--- src/rtl/alu8_pkg.sv ---
package alu8_pkg;
  localparam int unsigned DATA_W = 8;
  localparam int unsigned REG_AW = 3;
  localparam int unsigned OPC_W  = 5;
  localparam int unsigned INSN_W = 16;

  localparam logic [OPC_W-1:0] OPC_SHIFT = 5'b10100;
  localparam logic [OPC_W-1:0] OPC_REV   = 5'b10101;

  typedef enum logic [2:0] {
    FN_LOAD = 3'd0, FN_AND = 3'd1, FN_OR  = 3'd2, FN_XOR  = 3'd3,
    FN_ADD  = 3'd4, FN_ADDC = 3'd5, FN_SUB = 3'd6, FN_SUBC = 3'd7
  } alu_fn_e;

  typedef enum logic [1:0] {
    UNIT_NONE, UNIT_ALU, UNIT_SHIFT, UNIT_REV
  } unit_e;

  typedef enum logic [2:0] {
    FILL_CARRY = 3'b000, FILL_EDGE = 3'b010, FILL_ROT = 3'b100,
    FILL_ZERO  = 3'b110, FILL_ONE  = 3'b111
  } fill_e;

  typedef struct packed {
    unit_e             unit;
    alu_fn_e           fn;
    logic              use_reg;
    logic              shift_right;
    logic [2:0]        fill;
    logic [REG_AW-1:0] dst;
    logic [DATA_W-1:0] imm;
  } ctl_t;
endpackage

--- src/rtl/alu8_decode.sv ---
module alu8_decode
  import alu8_pkg::*;
(
  input  logic [INSN_W-1:0] instr_i,
  output ctl_t              ctl_o
);
  logic [OPC_W-1:0] opc;
  logic             fill_ok;

  assign opc = instr_i[INSN_W-1 -: OPC_W];

  always_comb begin
    unique case (instr_i[2:0])
      FILL_CARRY, FILL_EDGE, FILL_ROT, FILL_ZERO, FILL_ONE: fill_ok = 1'b1;
      default:                                              fill_ok = 1'b0;
    endcase
  end

  always_comb begin
    ctl_o.fn          = alu_fn_e'(opc[2:0]);
    ctl_o.use_reg     = opc[3];
    ctl_o.shift_right = instr_i[3];
    ctl_o.fill        = instr_i[2:0];
    ctl_o.dst         = instr_i[DATA_W +: REG_AW];
    ctl_o.imm         = instr_i[DATA_W-1:0];
    if (!opc[OPC_W-1])                   ctl_o.unit = UNIT_ALU;
    else if (opc == OPC_SHIFT && fill_ok) ctl_o.unit = UNIT_SHIFT;
    else if (opc == OPC_REV)             ctl_o.unit = UNIT_REV;
    else                                 ctl_o.unit = UNIT_NONE;
  end
endmodule

--- src/rtl/alu8_arith.sv ---
module alu8_arith
  import alu8_pkg::*;
(
  input  alu_fn_e           fn_i,
  input  logic [DATA_W-1:0] a_i,
  input  logic [DATA_W-1:0] b_i,
  input  logic              cin_i,
  output logic [DATA_W-1:0] res_o,
  output logic              cout_o,
  output logic              flag_we_o
);
  logic [DATA_W:0] sum_w, dif_w;
  logic            use_cin;

  assign use_cin = (fn_i == FN_ADDC || fn_i == FN_SUBC) ? cin_i : 1'b0;
  assign sum_w   = {1'b0, a_i} + {1'b0, b_i} + {{DATA_W{1'b0}}, use_cin};
  // bit DATA_W of a 9-bit difference is the borrow
  assign dif_w   = {1'b0, a_i} - {1'b0, b_i} - {{DATA_W{1'b0}}, use_cin};

  always_comb begin
    flag_we_o = (fn_i != FN_LOAD);
    cout_o    = 1'b0;
    unique case (fn_i)
      FN_LOAD:         res_o = b_i;
      FN_AND:          res_o = a_i & b_i;
      FN_OR:           res_o = a_i | b_i;
      FN_XOR:          res_o = a_i ^ b_i;
      FN_ADD, FN_ADDC: {cout_o, res_o} = sum_w;
      default:         {cout_o, res_o} = dif_w;
    endcase
  end
endmodule

--- src/rtl/alu8_shift.sv ---
module alu8_shift
  import alu8_pkg::*;
(
  input  logic              right_i,
  input  logic [2:0]        fill_i,
  input  logic [DATA_W-1:0] a_i,
  input  logic              cin_i,
  output logic [DATA_W-1:0] res_o,
  output logic              cout_o
);
  logic fill_bit;
  logic near_bit; // bit on the side being filled
  logic far_bit;  // bit on the side being shifted out

  assign near_bit = right_i ? a_i[DATA_W-1] : a_i[0];
  assign far_bit  = right_i ? a_i[0] : a_i[DATA_W-1];

  always_comb begin
    unique case (fill_i)
      FILL_ONE:   fill_bit = 1'b1;
      FILL_EDGE:  fill_bit = near_bit;
      FILL_CARRY: fill_bit = cin_i;
      FILL_ROT:   fill_bit = far_bit;
      default:    fill_bit = 1'b0;
    endcase
  end

  assign cout_o = far_bit;
  assign res_o  = right_i ? {fill_bit, a_i[DATA_W-1:1]} : {a_i[DATA_W-2:0], fill_bit};
endmodule

--- src/rtl/alu8_exec.sv ---
module alu8_exec
  import alu8_pkg::*;
(
  input  logic              clk_i,
  input  logic              rst_ni,
  input  logic [15:0]       instr_i,
  input  logic [7:0]        x_val_i,
  input  logic [7:0]        y_val_i,
  output logic [7:0]        result_o,
  output logic              wr_en_o,
  output logic [2:0]        wr_addr_o,
  output logic              zero_o,
  output logic              carry_o
);
  ctl_t              ctl;
  logic [DATA_W-1:0] opnd_b, arith_res, shift_res, rev_res, nxt_res;
  logic              arith_c, arith_fwe, shift_c;
  logic              nxt_we, nxt_fwe, nxt_c;
  logic              phase_q, we_q, zero_q, carry_q;
  logic [DATA_W-1:0] result_q;
  logic [REG_AW-1:0] addr_q;

  alu8_decode u_dec (.instr_i(instr_i), .ctl_o(ctl));

  assign opnd_b = ctl.use_reg ? y_val_i : ctl.imm;

  alu8_arith u_arith (
    .fn_i(ctl.fn), .a_i(x_val_i), .b_i(opnd_b), .cin_i(carry_q),
    .res_o(arith_res), .cout_o(arith_c), .flag_we_o(arith_fwe)
  );

  alu8_shift u_shift (
    .right_i(ctl.shift_right), .fill_i(ctl.fill), .a_i(x_val_i),
    .cin_i(carry_q), .res_o(shift_res), .cout_o(shift_c)
  );

  for (genvar b = 0; b < DATA_W; b++) begin : g_rev
    assign rev_res[b] = x_val_i[DATA_W-1-b];
  end

  always_comb begin
    nxt_res = rev_res;
    nxt_we  = 1'b0;
    nxt_fwe = 1'b0;
    nxt_c   = carry_q;
    unique case (ctl.unit)
      UNIT_ALU: begin
        nxt_res = arith_res; nxt_we = 1'b1; nxt_fwe = arith_fwe; nxt_c = arith_c;
      end
      UNIT_SHIFT: begin
        nxt_res = shift_res; nxt_we = 1'b1; nxt_fwe = 1'b1; nxt_c = shift_c;
      end
      UNIT_REV: nxt_we = 1'b1;
      default: ;
    endcase
  end

  // phase_q high marks the second cycle of an instruction: commit edge
  always_ff @(posedge clk_i or negedge rst_ni) begin
    if (!rst_ni) begin
      phase_q  <= 1'b0;
      we_q     <= 1'b0;
      result_q <= '0;
      addr_q   <= '0;
      zero_q   <= 1'b0;
      carry_q  <= 1'b0;
    end else begin
      phase_q <= ~phase_q;
      if (phase_q) begin
        we_q <= nxt_we;
        if (nxt_we) begin
          result_q <= nxt_res;
          addr_q   <= ctl.dst;
        end
        if (nxt_fwe) begin
          zero_q  <= (nxt_res == '0);
          carry_q <= nxt_c;
        end
      end else begin
        we_q <= 1'b0;
      end
    end
  end

  assign result_o  = result_q;
  assign wr_en_o   = we_q;
  assign wr_addr_o = addr_q;
  assign zero_o    = zero_q;
  assign carry_o   = carry_q;
endmodule

--- config.mk ---
export PLATFORM = sky130hd
export DESIGN_NAME = alu8_exec
export DESIGN_NICKNAME = d
export VERILOG_FILES = /design/src/rtl/alu8_pkg.sv /design/src/rtl/alu8_decode.sv /design/src/rtl/alu8_arith.sv /design/src/rtl/alu8_shift.sv /design/src/rtl/alu8_exec.sv
export SDC_FILE = /design/constraint.sdc
export NUM_CORES = 1
export LEC_CHECK = 0
export BUFFER_PORTS_ARGS = -buffer_cell sky130_fd_sc_hd__buf_2
export CAP_MARGIN = 20
export CORE_UTILIZATION = 50
export CTS_CLUSTER_SIZE = 10
export DETAILED_ROUTE_END_ITERATION = 8
export GPL_TIMING_DRIVEN = 1
export HOLD_SLACK_MARGIN = 0.1
export PLACE_DENSITY = 0.84
export SYNTH_ARGS = -nofsm -noshare
export SYNTH_HDL_FRONTEND = slang
export SYNTH_HIERARCHICAL = 1
export SYNTH_SLANG_ARGS = --single-unit
--- constraint.sdc ---
create_clock -name clk_i -period 3.5 [get_ports clk_i]
set_input_delay 0.7 -clock clk_i [delete_from_list [all_inputs] [get_ports clk_i]]
set_output_delay 0.7 -clock clk_i [all_outputs]
set_load 0.1 [all_outputs]
# Yosys cells after proc, flatten, opt, wreduce, memory -nomap -nowiden
# Index checks and enable logic that the tools add are counted.
[op_classes]
reduce_logical = 14
muxes = 17
eq_ne = 15
n_bitwise = 4
add_sub_neg = 4
[ops]
columns = ["op", "count"]
rows = [
  ["8-bit one-hot mux with 5 select lines", 1],
  ["3-bit equality test (second input constant)", 6],
  ["8-bit two-way mux", 2],
  ["8-bit one-hot mux with 2 select lines", 1],
  ["5-bit equality test (second input constant)", 2],
  ["8-bit by 8-bit adder with 9-bit output", 1],
  ["9-bit by 1-bit adder with 9-bit output", 1],
  ["3-bit by 2-bit equality test with 1-bit output (second input constant)", 3],
  ["8-bit by 8-bit subtractor with 9-bit output", 1],
  ["9-bit by 1-bit subtractor with 9-bit output", 1],
  ["8-bit AND", 1],
  ["8-bit zero test", 1],
  ["8-bit bitwise OR", 1],
  ["8-bit XOR", 1],
  ["3-bit zero test", 2],
  ["1-bit two-way mux", 6],
  ["2-bit two-way mux", 3],
  ["1-bit one-hot mux with 2 select lines", 3],
  ["5-bit OR reduction", 1],
  ["2-bit equality test (second input constant)", 2],
  ["1-bit one-hot mux with 4 select lines", 1],
  ["2-bit AND reduction", 2],
  ["4-bit OR reduction", 1],
  ["3-bit by 1-bit equality test with 1-bit output (second input constant)", 1],
  ["9 further kinds", 9],
]
[word_totals]
out_inout_bits = 14
reg_bits = 15
inputBits = 34

# Longest topological paths before layout
# Gate-level depths: netlist (run 1).
[logic_depth]
word_depth = 10
depth_mapped = 18
depth_no_buf = 15

# By module
# Netlist (run 1), hierarchy kept.
[by_module_without_submodules]
columns = ["module", "instances", "area_per_inst_um2", "seq_area_each_um2", "cells_each"]
rows = [
  ["alu8_arith", 1, 1370.1, 0.0, 185],
  ["alu8_exec", 1, 884.6, 375.4, 84],
  ["alu8_shift", 1, 203.9, 0.0, 24],
  ["alu8_decode", 1, 178.9, 0.0, 25],
]

# Worst setup path after synthesis (run 1)
# OpenSTA, ideal clock, no wires.
[synth_path]
path_type = "input port to flip-flop"
from = "input instr_i[11]"
to = "register zero_q, in the netlist zero_o"
path_buffers = 3
setup_time_ns = 0.104
arrival_time_ns = 3.573
stages = 15
required_ns = 3.396
path_slack_ns = -0.176
path_cell_list = "buf_4 -> clkbuf_1 -> clkbuf_1 -> nand3_1 -> fa_1 -> fa_1 -> o21ai_0 -> a211oi_1 -> xor2_1 -> o22ai_1 -> a21oi_1 -> a22o_2 -> mux2i_1 -> nand2_1 -> o41ai_2"
[synth_via]
elab_chain_len = 7
[synth_rtl]
columns = ["element", "line_no", "text"]
rows = [
  ["start, declared", "alu8_exec.sv:6", "input logic [15:0] instr_i,"],
  ["3-bit equality test, on equally long branches", "alu8_arith.sv:15, alu8_arith.sv:23", ""],
  ["1-bit logical OR", "alu8_arith.sv:15", "assign use_cin = (fn_i == FN_ADDC || fn_i == FN_SUBC) ? cin_i : 1'b0;"],
  ["1-bit two-way mux", "alu8_arith.sv:15", ""],
  ["9-bit by 1-bit subtractor with 9-bit output or 9-bit by 1-bit adder with 9-bit output (tied branches)", "alu8_arith.sv:18, alu8_arith.sv:16", ""],
  ["8-bit one-hot mux with 5 select lines (*)", "alu8_arith.sv:23", "unique case (fn_i)"],
  ["named net arith_res[6]", "alu8_exec.sv:16", "logic [DATA_W-1:0] opnd_b, arith_res, shift_res, rev_res, nxt_res;"],
  ["8-bit one-hot mux with 2 select lines (*)", "alu8_exec.sv:46", "unique case (ctl.unit)"],
  ["8-bit zero test (*)", "alu8_exec.sv:76", "zero_q <= (nxt_res == '0);"],
  ["end signal, assigned", "alu8_exec.sv:76", ""],
  ["end, declared", "alu8_exec.sv:19", "logic phase_q, we_q, zero_q, carry_q;"],
]
# Mark *: on every way through the listed nets, which the timed path passes. The rest lies on a longest branch.
# A chain may end at the register's enable or synchronous reset.

# Worst setup path after layout (run 1)
[layout_path]
from = "input instr_i[14]"
to = "register zero_q, in the netlist zero_o"
[layout_rtl]
columns = ["element", "line_no", "text"]
rows = [
  ["8-bit two-way mux (*)", "alu8_exec.sv:25", "assign opnd_b = ctl.use_reg ? y_val_i : ctl.imm;"],
  ["named net opnd_b[0]", "alu8_exec.sv:16", ""],
  ["8-bit by 8-bit subtractor with 9-bit output or 8-bit by 8-bit adder with 9-bit output (tied branches)", "alu8_arith.sv:18, alu8_arith.sv:16", ""],
  ["9-bit by 1-bit subtractor with 9-bit output or 9-bit by 1-bit adder with 9-bit output (tied branches)", "alu8_arith.sv:18, alu8_arith.sv:16", ""],
  ["8-bit one-hot mux with 5 select lines (*)", "alu8_arith.sv:23", ""],
  ["named net arith_res[6]", "alu8_exec.sv:16", ""],
  ["8-bit one-hot mux with 2 select lines (*)", "alu8_exec.sv:46", ""],
  ["8-bit zero test (*)", "alu8_exec.sv:76", ""],
]
# Marked as above.

==> flow_summary.toml, run 1 <==
[routing]
avgViaCountPerCell = 5.65
routed-via-count = 2423
drc_errors = 0
postRouteAntennaNets = 0
drt-pass1-iter-count = 4
routedWlPerCell_um = 14.9
drt_iter0_drc = 142
finalWirelength_um = 6390

[global_route]
grtUsageTotal = 0.228
antenna_found_initial = 0
overflow = 0
grt_pass1_wl_um = 9900
grt_pass1_vias = 2287
grt_max_degree = 26

[floorplan]
core_um2 = 5110
start_util = 0.516
dieWidth_um = 74.6
num_rows = 26
die-height_um = 74.6
ios = 48
dieArea_um2 = 5570

[synth]
avgSynthCellArea_um2 = 8.29
synthesis.instances = 318
synth_fp_nets = 389
synth_edf_count = 0
seq_area_frac_synth = 0.142
synth_largest_area_cell = "ha_1"
synthTopCellsByArea = "ha_1 16%, dfrtp_1 14%, mux2_2 8.5%, buf_4 6.0%, inv_1 4.8%"
synth_cell_type_count = 53
ys.flop_type = "dfrtp_1"
ys_seq_elements = 15
synth_warnings = 6
synth_top_area_frac = 0.157
syn-cell-area_um2 = 2640
async_flop_share = 1.00

[power_and_ir_drop]
p_clk_frac = 0.131
power.density_nw_per_um2 = 342
vdd_drop_max_mv = 0.220
leakagePower_nw = 1.47
netSwitchingFraction = 0.490
combPwrFrac = 0.666
internal-power_uw = 530
seqPwrFrac = 0.203
p_switching_uw = 508

[cts]
clkTransAtPathRegs_ps = 60
clock_path_buffers = 2
postCtsHoldBufs = 0
cts-buffers-inserted = 3
cts_sinks = 15
cts-root-buf = "clkbuf_8"
cts_tree = "built"
worstSkewPairLatency_ps = 240
h-tree-depth = 1

[sta]
finalMaxSlewViolations = 0
tightest_slew_ps = 574
hold_violations = 0
slew_headroom = 0.617
fmax_ghz = 0.294
holdWs_ps = 338
fin_crit_sh = 0.973
clock-skew-final_ps = 1.29
setup-violations-final = 0
fin_crit_ps = 3410
tns_ps = 0

[min_path]
hold_class = "in2async"

[setup_path]
end_kind = "flop"
crit_required_ps = 3640
reg2reg_slack_ps = 300
cp_common_cell = "fa_2"
crit_fanout = 4
crit_chain = "buf_2 -> mux2_4 -> fa_2 -> inv_2 -> fa_2 -> nor2b_1 -> o31a_2 -> o21ai_2 -> nand2b_1 -> xnor2_1 -> a21oi_1 -> a22o_2 -> mux2i_2 -> nand2_1 -> o41ai_2"
r2r_end = "zero_o"
cp_slowest_cell = "fa_2"
reg2reg_from = "carry_o"
reg2reg_depth = 15
cpPeakStageDelay_ps = 370
setup.worst_path.start_class = "input port"
arrival_ps = 3550
crit_type = "in2reg"

[cells_and_area]
syn_to_final_growth_pct = 15.1
layout_commonest_cell = "buf_2"
diodes = 0
layout-drive-gt1-share = 0.334
num-nets-final = 431
final_cell_mix = "47 x buf_2, 33 x inv_1, 30 x ha_1"

[placed_design]
hpwl_um = 5000
numPortBuffers = 47
gp_congestion = 0.973

[status]
status = "complete, no violations"

[job]
drv_cap = 0
## routing by layer
metal / wire (um) / track usage
met5: 0 / 0
met1: 2720 / 0.273
met2: 3260 / 0.417
met4: 144 / 0.105
met3: 266 / 0.0147
## cell usage after synthesis (all sizes together) (3+ instances only)
cell type / count
inv: 34
ha: 33
o21ai: 27
buf: 26
nand2: 23
nor2: 22
mux2: 20
a21oi: 17
dfrtp: 15
mux2i: 12
a22o: 9
clkbuf: 8
xor2: 6
nor3: 5
o211ai: 5
fa: 4
mux4: 4
nand2b: 4
nand3: 4
a211oi: 3
a31oi: 3
nor2b: 3
o31ai: 3
xnor2: 3
## final cells by class
class                           count  area [um^2]
Multi-Input combinational cell    234         1970
Sequential cell                    15          375
Timing Repair Buffer               71          428
Fill cell                         438         2070
Clock buffer                        4         45.0
Tap cell                           70         87.6
Inverter                           35          131
## critical path: cells and delay by family
kind / cells / cell delay, ps
mux: 2 / 510
simple gates: 3 / 230
compound gates: 5 / 1130
buf+inv: 2 / 200
xor+xnor: 1 / 180
fa+ha+maj: 2 / 580
## cells by family after synthesis
group | synth area share
simple gates | 0.129
compound gates | 0.204
mux | 0.166
xor+xnor | 0.0299
fa+ha+maj | 0.187
flops | 0.142
buf+inv | 0.141
## what timing repair did
item / CTS / global route
gates resized for setup: 0 / 15
endpoints found under the setup margin: 0 / 3
buffers inserted: 0 / 3
## worst max-delay path by stage
stage                 from  slack, ps  cells after the start     end
2_1_floorplan  instr_i[14]         30                     14  zero_o
5_1_grt        instr_i[14]        -40                     15  zero_o
3_5_place_dp   instr_i[14]       -130                     14  zero_o
3_3_place_gp   instr_i[14]        -60                     14  zero_o
6_report       instr_i[14]         90                     15  zero_o
4_1_cts        instr_i[14]        100                     14  zero_o
## sequential cells by signal, summed over array words and instances (netlist names)
register,flops
phase_q,1
carry_o,1
zero_o,1
wr_addr_o,3
result_o,8
wr_en_o,1
## stage by stage
stage / util / power, mW / instance area, um^2 / cells / setup WS, ps
5_1_grt: 0.594 / 1.10 / 3040 / 429 / -35.7
3_5_place_dp: 0.566 / 0.856 / 2890 / 422 / -129
3_3_place_gp: 0.566 / 0.839 / 2890 / 422 / -64.2
4_1_cts: 0.575 / 0.994 / 2940 / 426 / 102
6_report: 0.594 / 1.04 / 3040 / 429 / 93.0
2_1_floorplan: - / 0.716 / 2650 / 318 / 31.7
## power groups by stage
stage,Sequential (mW),Combinational (mW),Clock [mW]
after floorplan,0.379,0.337,0
after global placement,0.212,0.627,0
after detailed placement,0.215,0.641,0
after CTS,0.211,0.645,0.137
after global routing,0.215,0.741,0.148
final,0.211,0.691,0.136
Note: power is estimated with default switching activity, not from simulation.
==> inputs of run 2 (changes only) <==
Settings changed: SYNTH_HIERARCHICAL 1 to not set.
==> run 2 against run 1 <==
Wire length grew 13%. First-iteration DRC count grew 96%. Sequential power is essentially flat. Critical path type unchanged. Utilization grew 2.3 points. Non-clock buffer count shrank 2.
==> flow_summary.toml, run 2 <==
[synth]
synth_largest_area_cell = "ha_1"
synth_top_area_frac = 0.168
synth_warnings = 0
synth_fp_nets = 392
yosysMostFrequentCell = "inv_1"
seq_area_frac_synth = 0.153
avgSynthCellArea_um2 = 7.66
ys_top_cells_by_count = "39 x inv_1, 33 x ha_1, 30 x o21ai_0"
synth_edf_count = 0
ys.flop_type = "dfrtp_1"
synth_cell_type_count = 53
synthTopCellsByArea = "ha_1 17%, dfrtp_1 15%, o21ai_0 6.1%, inv_1 6.0%, nand2_1 4.4%"
ys_seq_elements = 15
syn-cell-area_um2 = 2460
async_flop_share = 1.00
synthesis.instances = 321

[global_route]
overflow = 0
antenna_found_initial = 0
grt_pass1_wl_um = 11400
met1_usage = 0.373
grt_pass1_vias = 2384
grt_max_degree = 29
grtUsageMet3 = 0.0486
grtUsageTotal = 0.280
top_usage_layer = "met2"
use_met2 = 0.472

[floorplan]
dieWidth_um = 72.1
dieArea_um2 = 5200
num_rows = 25
start_util = 0.520
ios = 48
core_um2 = 4720
die-height_um = 72.1

[sta]
fin_crit_ps = 3380
hold_violations = 0
finalMaxSlewViolations = 0
slew_headroom = 0.534
tightest_slew_ps = 697
fmax_ghz = 0.296
fin_crit_sh = 0.966
holdWs_ps = 360
setup-violations-final = 0
clock-skew-final_ps = 1.27

[power_and_ir_drop]
vdd_drop_max_mv = 0.199
power.density_nw_per_um2 = 333
leakagePower_nw = 1.46

[routing]
routed-via-count = 2614
drc_errors = 0
drt-pass1-iter-count = 6
postRouteAntennaNets = 0
finalWirelength_um = 7240
routedWlPerCell_um = 16.3
drt_iter0_drc = 279
avgViaCountPerCell = 5.87

[setup_path]
crit_required_ps = 3670
crit_type = "in2reg"
setup.worst_path.start_class = "input port"
reg2reg_from = "carry_o"
cp_slowest_cell = "fa_1"
reg2reg_depth = 11
crit_chain = "buf_2 -> mux2_2 -> fa_1 -> fa_2 -> a21o_1 -> a211oi_1 -> a21oi_1 -> a211o_1 -> a222oi_1 -> nand4_1 -> o21ai_1"
end_kind = "flop"
cpPeakStageDelay_ps = 440
crit_fanout = 4
arrival_ps = 3550
reg2reg_slack_ps = 370
r2r_end = "zero_o"

[cts]
worstSkewPairLatency_ps = 240
postCtsHoldBufs = 0
cts_tree = "built"
clkTransAtPathRegs_ps = 60
clock_path_buffers = 2
cts-buffers-inserted = 3
h-tree-depth = 1
cts-root-buf = "clkbuf_8"
cts_sinks = 15

[cells_and_area]
syn_to_final_growth_pct = 18.6
largest_reg_flops = 8
utilization = 0.617
diodes = 0
final_cell_mix = "47 x buf_2, 39 x inv_1, 33 x ha_1"
layout-drive-gt1-share = 0.235
n_fill_cell = 429
num-nets-final = 450
layout_commonest_cell = "buf_2"

[min_path]
hold_class = "in2async"

[placed_design]
numPortBuffers = 47
hpwl_um = 5910
gp_congestion = 0.993

[job]
drv_cap = 0

[status]
status = "complete, no violations"
## run 2: kinds of logic (layout without fill, tap and decap cells)
kind of cell    count (synthesis)  in the layout  synth area share
mux                            21             21             0.102
compound gates                100            100             0.264
simple gates                   87             87             0.172
xor+xnor                        5              5            0.0178
fa+ha+maj                      37             37             0.201
buf+inv                        56            113            0.0911
flops                          15             15             0.153
## run 2: final cells by class
| cell class | instances | area (um^2) | area share |
|---|---|---|---|
| Inverter | 40 | 150 | 0.0515 |
| Tap cell | 67 | 83.8 | 0.0288 |
| Multi-Input combinational cell | 250 | 1860 | 0.638 |
| Sequential cell | 15 | 375 | 0.129 |
| Timing Repair Buffer | 69 | 400 | 0.137 |
| Clock buffer | 4 | 45.0 | 0.0155 |
## run 2: timing repair
item                                    4_1_cts  5_1_grt
endpoints found under the setup margin        0        1
setup buffers                                 0        1
resized for setup                             0        1
## run 2: metal layers
layer	vias to the layer above	routed length, um
met5	-	0
li1	1260	-
met1	1168	3010
met4	0	227
met2	162	3380
met3	24	622
## run 2: worst max path at each step
stage	start	end	slack (ps)	depth (start not counted)
finish	instr_i[14]	zero_o	120	11
global route	instr_i[14]	zero_o	-6	11
CTS	instr_i[14]	zero_o	100	11
detailed placement	instr_i[14]	zero_o	-140	11
global placement	instr_i[14]	zero_o	-30	11
floorplan	instr_i[14]	zero_o	90	11
## run 2: through the flow
stage	TNS (ps)	setup WS, ps	instances	area (um^2)	power, mW
6_report	0	119	445	2920	0.972
5_1_grt	-5.88	-5.88	445	2920	1.03
4_1_cts	0	99.3	444	2910	0.963
3_5_place_dp	-156	-138	440	2860	0.825
3_3_place_gp	-34.8	-34.8	440	2860	0.810
2_1_floorplan	0	90.5	321	2460	0.665
## run 2: critical path: cells and delay by family
family	cells	cell delay [ps]
buffers and inverters	1	130
adder cells (fa/ha/maj)	2	840
AND/OR/NAND/NOR	1	170
multiplexers	1	390
AO/OA/AOI/OAI	6	1320
## run 2: where the power goes
group	total, mW	internal [mW]	leakage (nW)	switching (mW)
Clock	0.139	0.0805	0.0228	0.0583
Sequential	0.211	0.195	0.185	0.0157
Combinational	0.622	0.206	1.26	0.417
